[src/rtl/dmac_pkg.sv]
package dmac_pkg;

    localparam int DATA_W   = 32;
    localparam int NCH_DEF  = 8;
    localparam int CNT_DEF  = 24;
    localparam int WIN_BITS = 5;   // 32-byte window per channel

    typedef enum logic [1:0] {
        SEL_MODE  = 2'd0,
        SEL_CTRL  = 2'd1,
        SEL_COUNT = 2'd2,
        SEL_ADDR  = 2'd3
    } reg_sel_e;

    // mode word, bits [4:0]
    typedef struct packed {
        logic [1:0] width;   // [4:3]
        logic       ie;      // [2]
        logic [1:0] atime;   // [1:0]
    } mode_t;

    // enable/status state, packed compactly; placed in the word by ctrl_word
    typedef struct packed {
        logic aerr;
        logic merr;
        logic tc;
        logic dir;
        logic en;
    } ctrl_t;

    localparam int BIT_EN   = 0;
    localparam int BIT_DIR  = 1;
    localparam int BIT_TC   = 8;
    localparam int BIT_MERR = 9;
    localparam int BIT_AERR = 10;

    function automatic logic [2:0] width_bytes(input logic [1:0] code);
        case (code)
            2'd0:    return 3'd1;
            2'd1:    return 3'd2;
            default: return 3'd4;
        endcase
    endfunction

    function automatic logic [DATA_W-1:0] mode_word(input mode_t m);
        return {{(DATA_W-5){1'b0}}, m};
    endfunction

    function automatic logic [DATA_W-1:0] ctrl_word(input ctrl_t c);
        logic [DATA_W-1:0] w;
        w           = '0;
        w[BIT_EN]   = c.en;
        w[BIT_DIR]  = c.dir;
        w[BIT_TC]   = c.tc;
        w[BIT_MERR] = c.merr;
        w[BIT_AERR] = c.aerr;
        return w;
    endfunction

endpackage

[src/rtl/dmac_decode.sv]
module dmac_decode
    import dmac_pkg::*;
#(
    parameter int NCH = NCH_DEF,
    parameter int CHW = $clog2(NCH),
    parameter int AW  = CHW + WIN_BITS
) (
    input  logic           wr,
    input  logic [AW-1:0]  addr,
    output logic [NCH-1:0] wr_mode,
    output logic [NCH-1:0] wr_ctrl,
    output logic [NCH-1:0] wr_count,
    output logic [NCH-1:0] wr_addr,
    output logic [CHW-1:0] ch,
    output reg_sel_e       sel
);

    logic unused_low;
    assign unused_low = ^addr[2:0];

    assign ch  = addr[AW-1:WIN_BITS];
    assign sel = reg_sel_e'(addr[4:3]);

    for (genvar g = 0; g < NCH; g++) begin : g_strobe
        logic hit;
        assign hit         = wr && (ch == CHW'(g));
        assign wr_mode[g]  = hit && (sel == SEL_MODE);
        assign wr_ctrl[g]  = hit && (sel == SEL_CTRL);
        assign wr_count[g] = hit && (sel == SEL_COUNT);
        assign wr_addr[g]  = hit && (sel == SEL_ADDR);
    end

endmodule

[src/rtl/dmac_channel.sv]
module dmac_channel
    import dmac_pkg::*;
#(
    parameter int CNT_W = CNT_DEF
) (
    input  logic              clk,
    input  logic              rst,
    input  logic              wr_mode,
    input  logic              wr_ctrl,
    input  logic              wr_count,
    input  logic              wr_addr,
    input  logic [DATA_W-1:0] wdata,
    input  logic              dec,
    input  logic              merr_set,
    input  logic              aerr_set,
    output mode_t             mode_o,
    output ctrl_t             ctrl_o,
    output logic [CNT_W-1:0]  count_o,
    output logic [DATA_W-1:0] addr_o,
    output logic              irq_o
);

    mode_t             mode_q;
    ctrl_t             ctrl_q;
    logic [CNT_W-1:0]  count_q;
    logic [DATA_W-1:0] addr_q;

    logic dec_take;
    logic last_unit;
    logic [DATA_W-1:0] step;

    // a count write in the same cycle swallows the decrement entirely
    assign dec_take  = dec && ctrl_q.en && (count_q != '0) && !wr_count;
    assign last_unit = dec_take && (count_q == CNT_W'(1));
    assign step      = {{(DATA_W-3){1'b0}}, width_bytes(mode_q.width)};

    always_ff @(posedge clk) begin
        if (rst) begin
            mode_q  <= '0;
            ctrl_q  <= '0;
            count_q <= '0;
            addr_q  <= '0;
        end else begin
            if (wr_mode)
                mode_q <= mode_t'(wdata[4:0]);

            if (wr_count)
                count_q <= wdata[CNT_W-1:0];
            else if (dec_take)
                count_q <= count_q - CNT_W'(1);

            if (wr_addr)
                addr_q <= wdata;
            else if (dec_take)
                addr_q <= addr_q + step;

            // hardware terminal clear outranks a software enable write
            if (last_unit)
                ctrl_q.en <= 1'b0;
            else if (wr_ctrl)
                ctrl_q.en <= wdata[BIT_EN];

            if (wr_ctrl)
                ctrl_q.dir <= wdata[BIT_DIR];

            // sticky flags: set beats write-one-to-clear
            ctrl_q.tc   <= last_unit || (ctrl_q.tc   && !(wr_ctrl && wdata[BIT_TC]));
            ctrl_q.merr <= merr_set  || (ctrl_q.merr && !(wr_ctrl && wdata[BIT_MERR]));
            ctrl_q.aerr <= aerr_set  || (ctrl_q.aerr && !(wr_ctrl && wdata[BIT_AERR]));
        end
    end

    assign mode_o  = mode_q;
    assign ctrl_o  = ctrl_q;
    assign count_o = count_q;
    assign addr_o  = addr_q;
    assign irq_o   = mode_q.ie && (ctrl_q.tc || ctrl_q.merr || ctrl_q.aerr);

endmodule

[src/rtl/dmac_regfile.sv]
module dmac_regfile
    import dmac_pkg::*;
#(
    parameter int NCH   = NCH_DEF,
    parameter int CNT_W = CNT_DEF,
    parameter int CHW   = $clog2(NCH),
    parameter int AW    = CHW + WIN_BITS
) (
    input  logic              clk,
    input  logic              rst,
    input  logic              bus_wr,
    input  logic [AW-1:0]     bus_addr,
    input  logic [DATA_W-1:0] bus_wdata,
    output logic [DATA_W-1:0] bus_rdata,
    input  logic [NCH-1:0]    dec_evt,
    input  logic [NCH-1:0]    merr_evt,
    input  logic [NCH-1:0]    aerr_evt,
    output logic              irq
);

    logic [NCH-1:0] wr_mode, wr_ctrl, wr_count, wr_addr;
    logic [CHW-1:0] rd_ch;
    reg_sel_e       rd_sel;

    mode_t [NCH-1:0]             mode_v;
    ctrl_t [NCH-1:0]             ctrl_v;
    logic  [NCH-1:0][CNT_W-1:0]  count_v;
    logic  [NCH-1:0][DATA_W-1:0] addr_v;
    logic  [NCH-1:0]             irq_v;

    dmac_decode #(.NCH(NCH), .CHW(CHW), .AW(AW)) u_decode (
        .wr       (bus_wr),
        .addr     (bus_addr),
        .wr_mode  (wr_mode),
        .wr_ctrl  (wr_ctrl),
        .wr_count (wr_count),
        .wr_addr  (wr_addr),
        .ch       (rd_ch),
        .sel      (rd_sel)
    );

    for (genvar g = 0; g < NCH; g++) begin : g_ch
        dmac_channel #(.CNT_W(CNT_W)) u_ch (
            .clk      (clk),
            .rst      (rst),
            .wr_mode  (wr_mode[g]),
            .wr_ctrl  (wr_ctrl[g]),
            .wr_count (wr_count[g]),
            .wr_addr  (wr_addr[g]),
            .wdata    (bus_wdata),
            .dec      (dec_evt[g]),
            .merr_set (merr_evt[g]),
            .aerr_set (aerr_evt[g]),
            .mode_o   (mode_v[g]),
            .ctrl_o   (ctrl_v[g]),
            .count_o  (count_v[g]),
            .addr_o   (addr_v[g]),
            .irq_o    (irq_v[g])
        );
    end

    always_comb begin
        case (rd_sel)
            SEL_MODE:  bus_rdata = mode_word(mode_v[rd_ch]);
            SEL_CTRL:  bus_rdata = ctrl_word(ctrl_v[rd_ch]);
            SEL_COUNT: bus_rdata = {{(DATA_W-CNT_W){1'b0}}, count_v[rd_ch]};
            default:   bus_rdata = addr_v[rd_ch];
        endcase
    end

    assign irq = |irq_v;

endmodule

[config.mk]
export PLATFORM = sky130hd
export DESIGN_NAME = dmac_regfile
export DESIGN_NICKNAME = d
export VERILOG_FILES = /design/src/rtl/dmac_pkg.sv /design/src/rtl/dmac_decode.sv /design/src/rtl/dmac_channel.sv /design/src/rtl/dmac_regfile.sv
export SDC_FILE = /design/constraint.sdc
export NUM_CORES = 2
export LEC_CHECK = 0
export ABC_AREA = 0
export ABC_CLOCK_PERIOD_IN_PS = 9300
export BUFFER_PORTS_ARGS = -buffer_cell sky130_fd_sc_hd__buf_2
export CAP_MARGIN = 10
export CELL_PAD_IN_SITES_DETAIL_PLACEMENT = 1
export CELL_PAD_IN_SITES_GLOBAL_PLACEMENT = 2
export CORE_UTILIZATION = 30
export DETAILED_ROUTE_END_ITERATION = 8
export GPL_TIMING_DRIVEN = 0
export PLACE_DENSITY = 0.72
export SLEW_MARGIN = 20
export SYNTH_ARGS = -nofsm -noshare
export SYNTH_HDL_FRONTEND = slang
export SYNTH_SLANG_ARGS = --single-unit
[constraint.sdc]
create_clock -name clk -period 9.3 [get_ports clk]
set_input_delay 1.86 -clock clk [delete_from_list [all_inputs] [get_ports clk]]
set_output_delay 1.86 -clock clk [all_outputs]
set_load 0.03 [all_outputs]
Word level (Yosys, flattened, before mapping). Index checks and enable logic that the tools add are counted. Widths: inputs -> output; s select.

Register bits after elaboration: 528. Latch bits: 0. Memory bits (writable): 0. Memory bits (read-only): 0. Input port bits: 67. Output and inout bits: 33. Logic and storage cells: 415. Memories: 0.

$add $sub $neg: 16. Multiply operators: 0. Div/mod/pow operators: 0. Order comparisons: 1. Equal/unequal tests: 26. Shift operators: 0. Mux-type cells: 49. Bitwise logic cells: 0. Reductions and logical operators: 243.

Operators with widths (number): $mux 32 (17); $mux 24 (17); $add 32x3->32 (8); $eq 24x1->1 const B (8); $reduce_bool 24->1 (8); $sub 24x1->24 const B (8); $logic_and 1x1->1 (128); $bmux 32 s3 (1); $pmux 32 s3 (1); $bmux 24 s3 (1); $pmux 3 s2 (8); $logic_or 1x1->1 (40); $logic_not 1->1 (32); $reduce_bool 2->1 (16); $bmux 5 s3 (2); $eq 2x1->1 const B (9); $logic_not 2->1 (9); $reduce_or 2->1 (8); $eq 3x3->1 const B (4); $mux 5 (2); $reduce_or 8->1 (1); $eq 3x2->1 const B (2); $eq 2x2->1 const B (2); $lt 3x4->1 const B (1); other kinds (2) (2).

Longest topological paths before layout.
Depth after elaboration: 7. Mapped depth: 10. Depth with buffers taken out: 9.

Cells and area by module. From an unflattened synthesis, not the netlist that was laid out.

Cell total of the unflattened synthesis: 4137. Area, all modules: 37567.3 um^2.

By module, submodules not included: dmac_channel (g_ch[0].u_ch ...) (instances 7, cells each 472, area an instance 4124.0 um^2, seq. area each 1321.3 um^2); dmac_regfile (instances 1, cells each 299, area an instance 4252.8 um^2, seq. area each 0.0 um^2); dmac_channel (g_ch[1].u_ch) (instances 1, cells each 482, area an instance 4175.3 um^2, seq. area each 1321.3 um^2); dmac_decode (instances 1, cells each 52, area an instance 271.5 um^2, seq. area each 0.0 um^2).

Worst setup path before layout. No wires, ideal clock.

Kind: input -> output. Start: input bus_addr[6]. End: output bus_rdata[10]. Data arrival time: 4.018 ns. Required time: 7.440 ns. Slack: 3.422 ns. Stages on the path: 8. Path buffers: 5. Path through: buf_2 buf_2 buf_2 buf_2 buf_2 mux4_2 a221oi_1 o22ai_1.

Word-level cells in the longest chain between the ends: 3. Elaborated cells on any way between the ends: 7. Those cells by class: mux: 7.

Ends and longest elaborated chain: start, declared (RTL line dmac_regfile.sv:12) `input logic [AW-1:0] bus_addr,`; $bmux 32 s3 (tied with other cells) (RTL line dmac_regfile.sv:67) `default: bus_rdata = addr_v[rd_ch];`; $mux 32 (not written as such) (tied with other cells) (RTL line dmac_regfile.sv:67); $pmux 32 s3 * (RTL line dmac_regfile.sv:63) `case (rd_sel)`; end, declared (RTL line dmac_regfile.sv:14) `output logic [DATA_W-1:0] bus_rdata,`.

Mark *: on every way between the ends. The rest lies on a longest branch, timed or not. The select of a mux whose other input is x is not followed.

Worst setup path after layout.
Start: input bus_addr[5]. End: output bus_rdata[4].

Word-level cells in the longest chain between the ends: 3. Elaborated cells on any way between the ends: 7. Those cells by class: mux: 7.

Ends and longest elaborated chain (RTL line): $bmux 32 s3 (tied with other cells) (dmac_regfile.sv:67); $mux 32 (not written as such) (tied with other cells) (dmac_regfile.sv:67); $pmux 32 s3 * (dmac_regfile.sv:63).

Marked as above.

==> flow_summary.json <==
{
  "endpoint_kind": "output pin",
  "cp-start-kind": "input pin",
  "ys_types": 86,
  "fmax_ghz": 0.128,
  "grt_usage_pct": 31.8,
  "outcome": "complete, no violations",
  "finish.net_count": 4069,
  "critical_path.top_delay_family": "buffers and inverters",
  "critical_path.max_stage_delay_ns": 0.92,
  "cts_hold_buf": 0,
  "drtAntennaViolNets": 0,
  "cp_max_fo": 11,
  "gp_congestion": 1.03,
  "p_per_area_nw_per_um2": 156,
  "synth-async-reset-ratio_pct": 0,
  "drv_cap": 0,
  "skew_ns": 0.0260,
  "dr.pass1.iters": 5,
  "required_ns": 7.44,
  "syn_inst": 3791,
  "hold_viol_final": 0,
  "hold_path.class": "register to register",
  "p_leak_nw": 12.2,
  "mostFrequentLayoutCell": "nor2_1",
  "worst_skew_pair.late_latency_ns": 0.64,
  "yosysTopAreaCell": "dfxtp_1",
  "drt_iter0_drc": 3946,
  "worst_hold_slack_ns": 0.457,
  "die-area_um2": 110000,
  "syn_avg_cell_area_um2": 8.63,
  "cts_max_path_buffers": 3,
  "htreeDepth": 3,
  "cts_root_buffer": "clkbuf_16",
  "dpl.hpwl_um": 138000,
  "mostFrequentLayoutCells": "nor2_1, dfxtp_1, a211oi_1",
  "dp.cells": 5276,
  "cts.repair.resized": 0,
  "ys_seq_area_share_pct": 32.3,
  "numClockSinks": 528,
  "fin_cells": 5392,
  "die_y_um": 332,
  "path_common_cell": "buf_2",
  "post-route-drc-count": 0,
  "routed_via_density": 6.23,
  "maxSlewHeadroom_pct": 17.1,
  "drive_gt1_share_pct": 12.4,
  "drv_slew": 0,
  "initial_core_util_pct": 30.4,
  "rows": 120,
  "post_drt_wl_per_cell_um": 33.5,
  "rsz0062_at_grt": "false",
  "cp_slowest_cell": "buf_1",
  "critPathKind": "input pin to output pin",
  "coreArea_um2": 108000,
  "syn_nets": 3914,
  "synth_edf_count": 0,
  "netlist.area_leader.share_pct": 32.3,
  "worstPathCellList": "buf_2 -> buf_2 -> buf_1 -> clkbuf_1 -> mux4_2 -> mux4_2 -> inv_1 -> o22ai_1 -> buf_2",
  "worstMarginPinSlew_ns": 1.24,
  "synth-seq-cells": 528,
  "grt_max_degree": 13,
  "port_buffers": 73,
  "synthToLayoutAreaGrowth_pct": 14.5,
  "antenna_found_initial": 24,
  "finalSetupTns_ns": 0,
  "die_x_um": 332,
  "first_global_vias": 32139,
  "yosys_warnings": 0,
  "worstPathArrival_ns": 5.96,
  "worst_ir_drop_vdd_mv": 0.128,
  "grt-ovfl-total": 0,
  "grt_pass1_wl_um": 252000,
  "fin_util_pct": 34.8,
  "setup_viol": 0,
  "synth_area_leaders": "dfxtp_1, mux4_2, a211oi_1",
  "cts_tree": "built",
  "ys_dominant_reg_cell": "dfxtp_1",
  "routed_wl_um": 180000,
  "min_period_over_period_pct": 84.1,
  "cts_setup_buffers": 0,
  "min_period_ns": 7.82,
  "synth.cell_area_um2": 32700,
  "vias": 33570,
  "crit_buf_inv": 6,
  "path_clk_slew_ns": 0.06,
  "cts_buffers": 71,
  "ios": 100
}
[kinds of logic (layout without fill, tap and decap cells)]
group	after synthesis	count (layout)	share of synthesized area [%]
and+or+nand+nor	1589	1589	24.1
AOI/OAI and AO/OA	712	712	15.4
DFF	528	528	32.3
buffers and inverters	354	550	4.34
xor gates and xnor gates	353	353	9.45
muxes	199	199	12.0
adders and majority gates	56	56	2.32
other	0	2	0
[where the power goes]
| part | total [mW] | switching [mW] | internal (mW) |
|---|---|---|---|
| Sequential | 2.35 | 0.0529 | 2.30 |
| Combinational | 0.610 | 0.455 | 0.155 |
| Clock | 2.88 | 1.17 | 1.71 |
[path summary, 6_finish.rpt]
| path | cells past startpoint | start | to | slack, ns |
|---|---|---|---|---|
| setup / recovery | 9 | bus_addr[5] | bus_rdata[4] | 1.48 |
| hold / removal | 2 | g_ch[7].u_ch.mode_o[0] | g_ch[7].u_ch.mode_o[0] | 0.46 |
| setup reg to reg | 7 | g_ch[1].u_ch.count_o[16] | g_ch[1].u_ch.addr_o[21] | 5.75 |
| hold reg to reg | 2 | g_ch[7].u_ch.mode_o[0] | g_ch[7].u_ch.mode_o[0] | 0.46 |
[sequential cells by signal (all words and copies together), names as in the netlist]
signal and cells:
g_ch.u_ch.count_o 192, g_ch.u_ch.mode_o 40, g_ch.u_ch.addr_o 256, g_ch.u_ch.ctrl_o 40
[worst reg2reg max path: stages (launching register included)]
cell and delay [ns]:
dfxtp_1 0.42, nor4_1 0.78, nand4_1 0.52, o2111ai_1 0.89, buf_2 0.40, nor3_1 0.10, xnor2_1 0.13, a211oi_1 0.22
[cell usage after synthesis, drive strengths merged, types with 104 or more instances]
cell type and count:
dfxtp 528, nor4 104, a211oi 359, clkbuf 233
xnor2 208, xor2 145, nand3 144, mux4 155
nor2 559, nor3 139, a21oi 122, nand2 271
[area by class of cell]
class	count	area [um2]
fillers	12571	70200
multi-input cells	2909	20800
flip-flops and latches	528	10600
clock buffers	102	2130
well taps	1403	1760
plain buffers	303	1280
repair buffers	82	597
inverters	51	191
clock inverters	12	188
diodes	2	5.00
[metrics by stage]
| step | setup slack [ns] | power [mW] | cell area (um2) |
|---|---|---|---|
| 3_5_place_dp | 1.70 | 2.98 | 35100 |
| 4_1_cts | 1.66 | 5.83 | 37500 |
| 2_1_floorplan | 3.42 | 2.68 | 32700 |
| 3_3_place_gp | 1.69 | 2.97 | 34800 |
| 5_1_grt | 1.57 | 5.95 | 37500 |
| 6_report | 1.48 | 5.84 | 37500 |
[per-layer routing]
metal	wire length [um]	global-route usage (%)
met3	17800	7.36
met1	78900	44.4
met4	8590	13.8
met5	116	0
met2	75100	46.4
(Power assumes the default switching activity.)
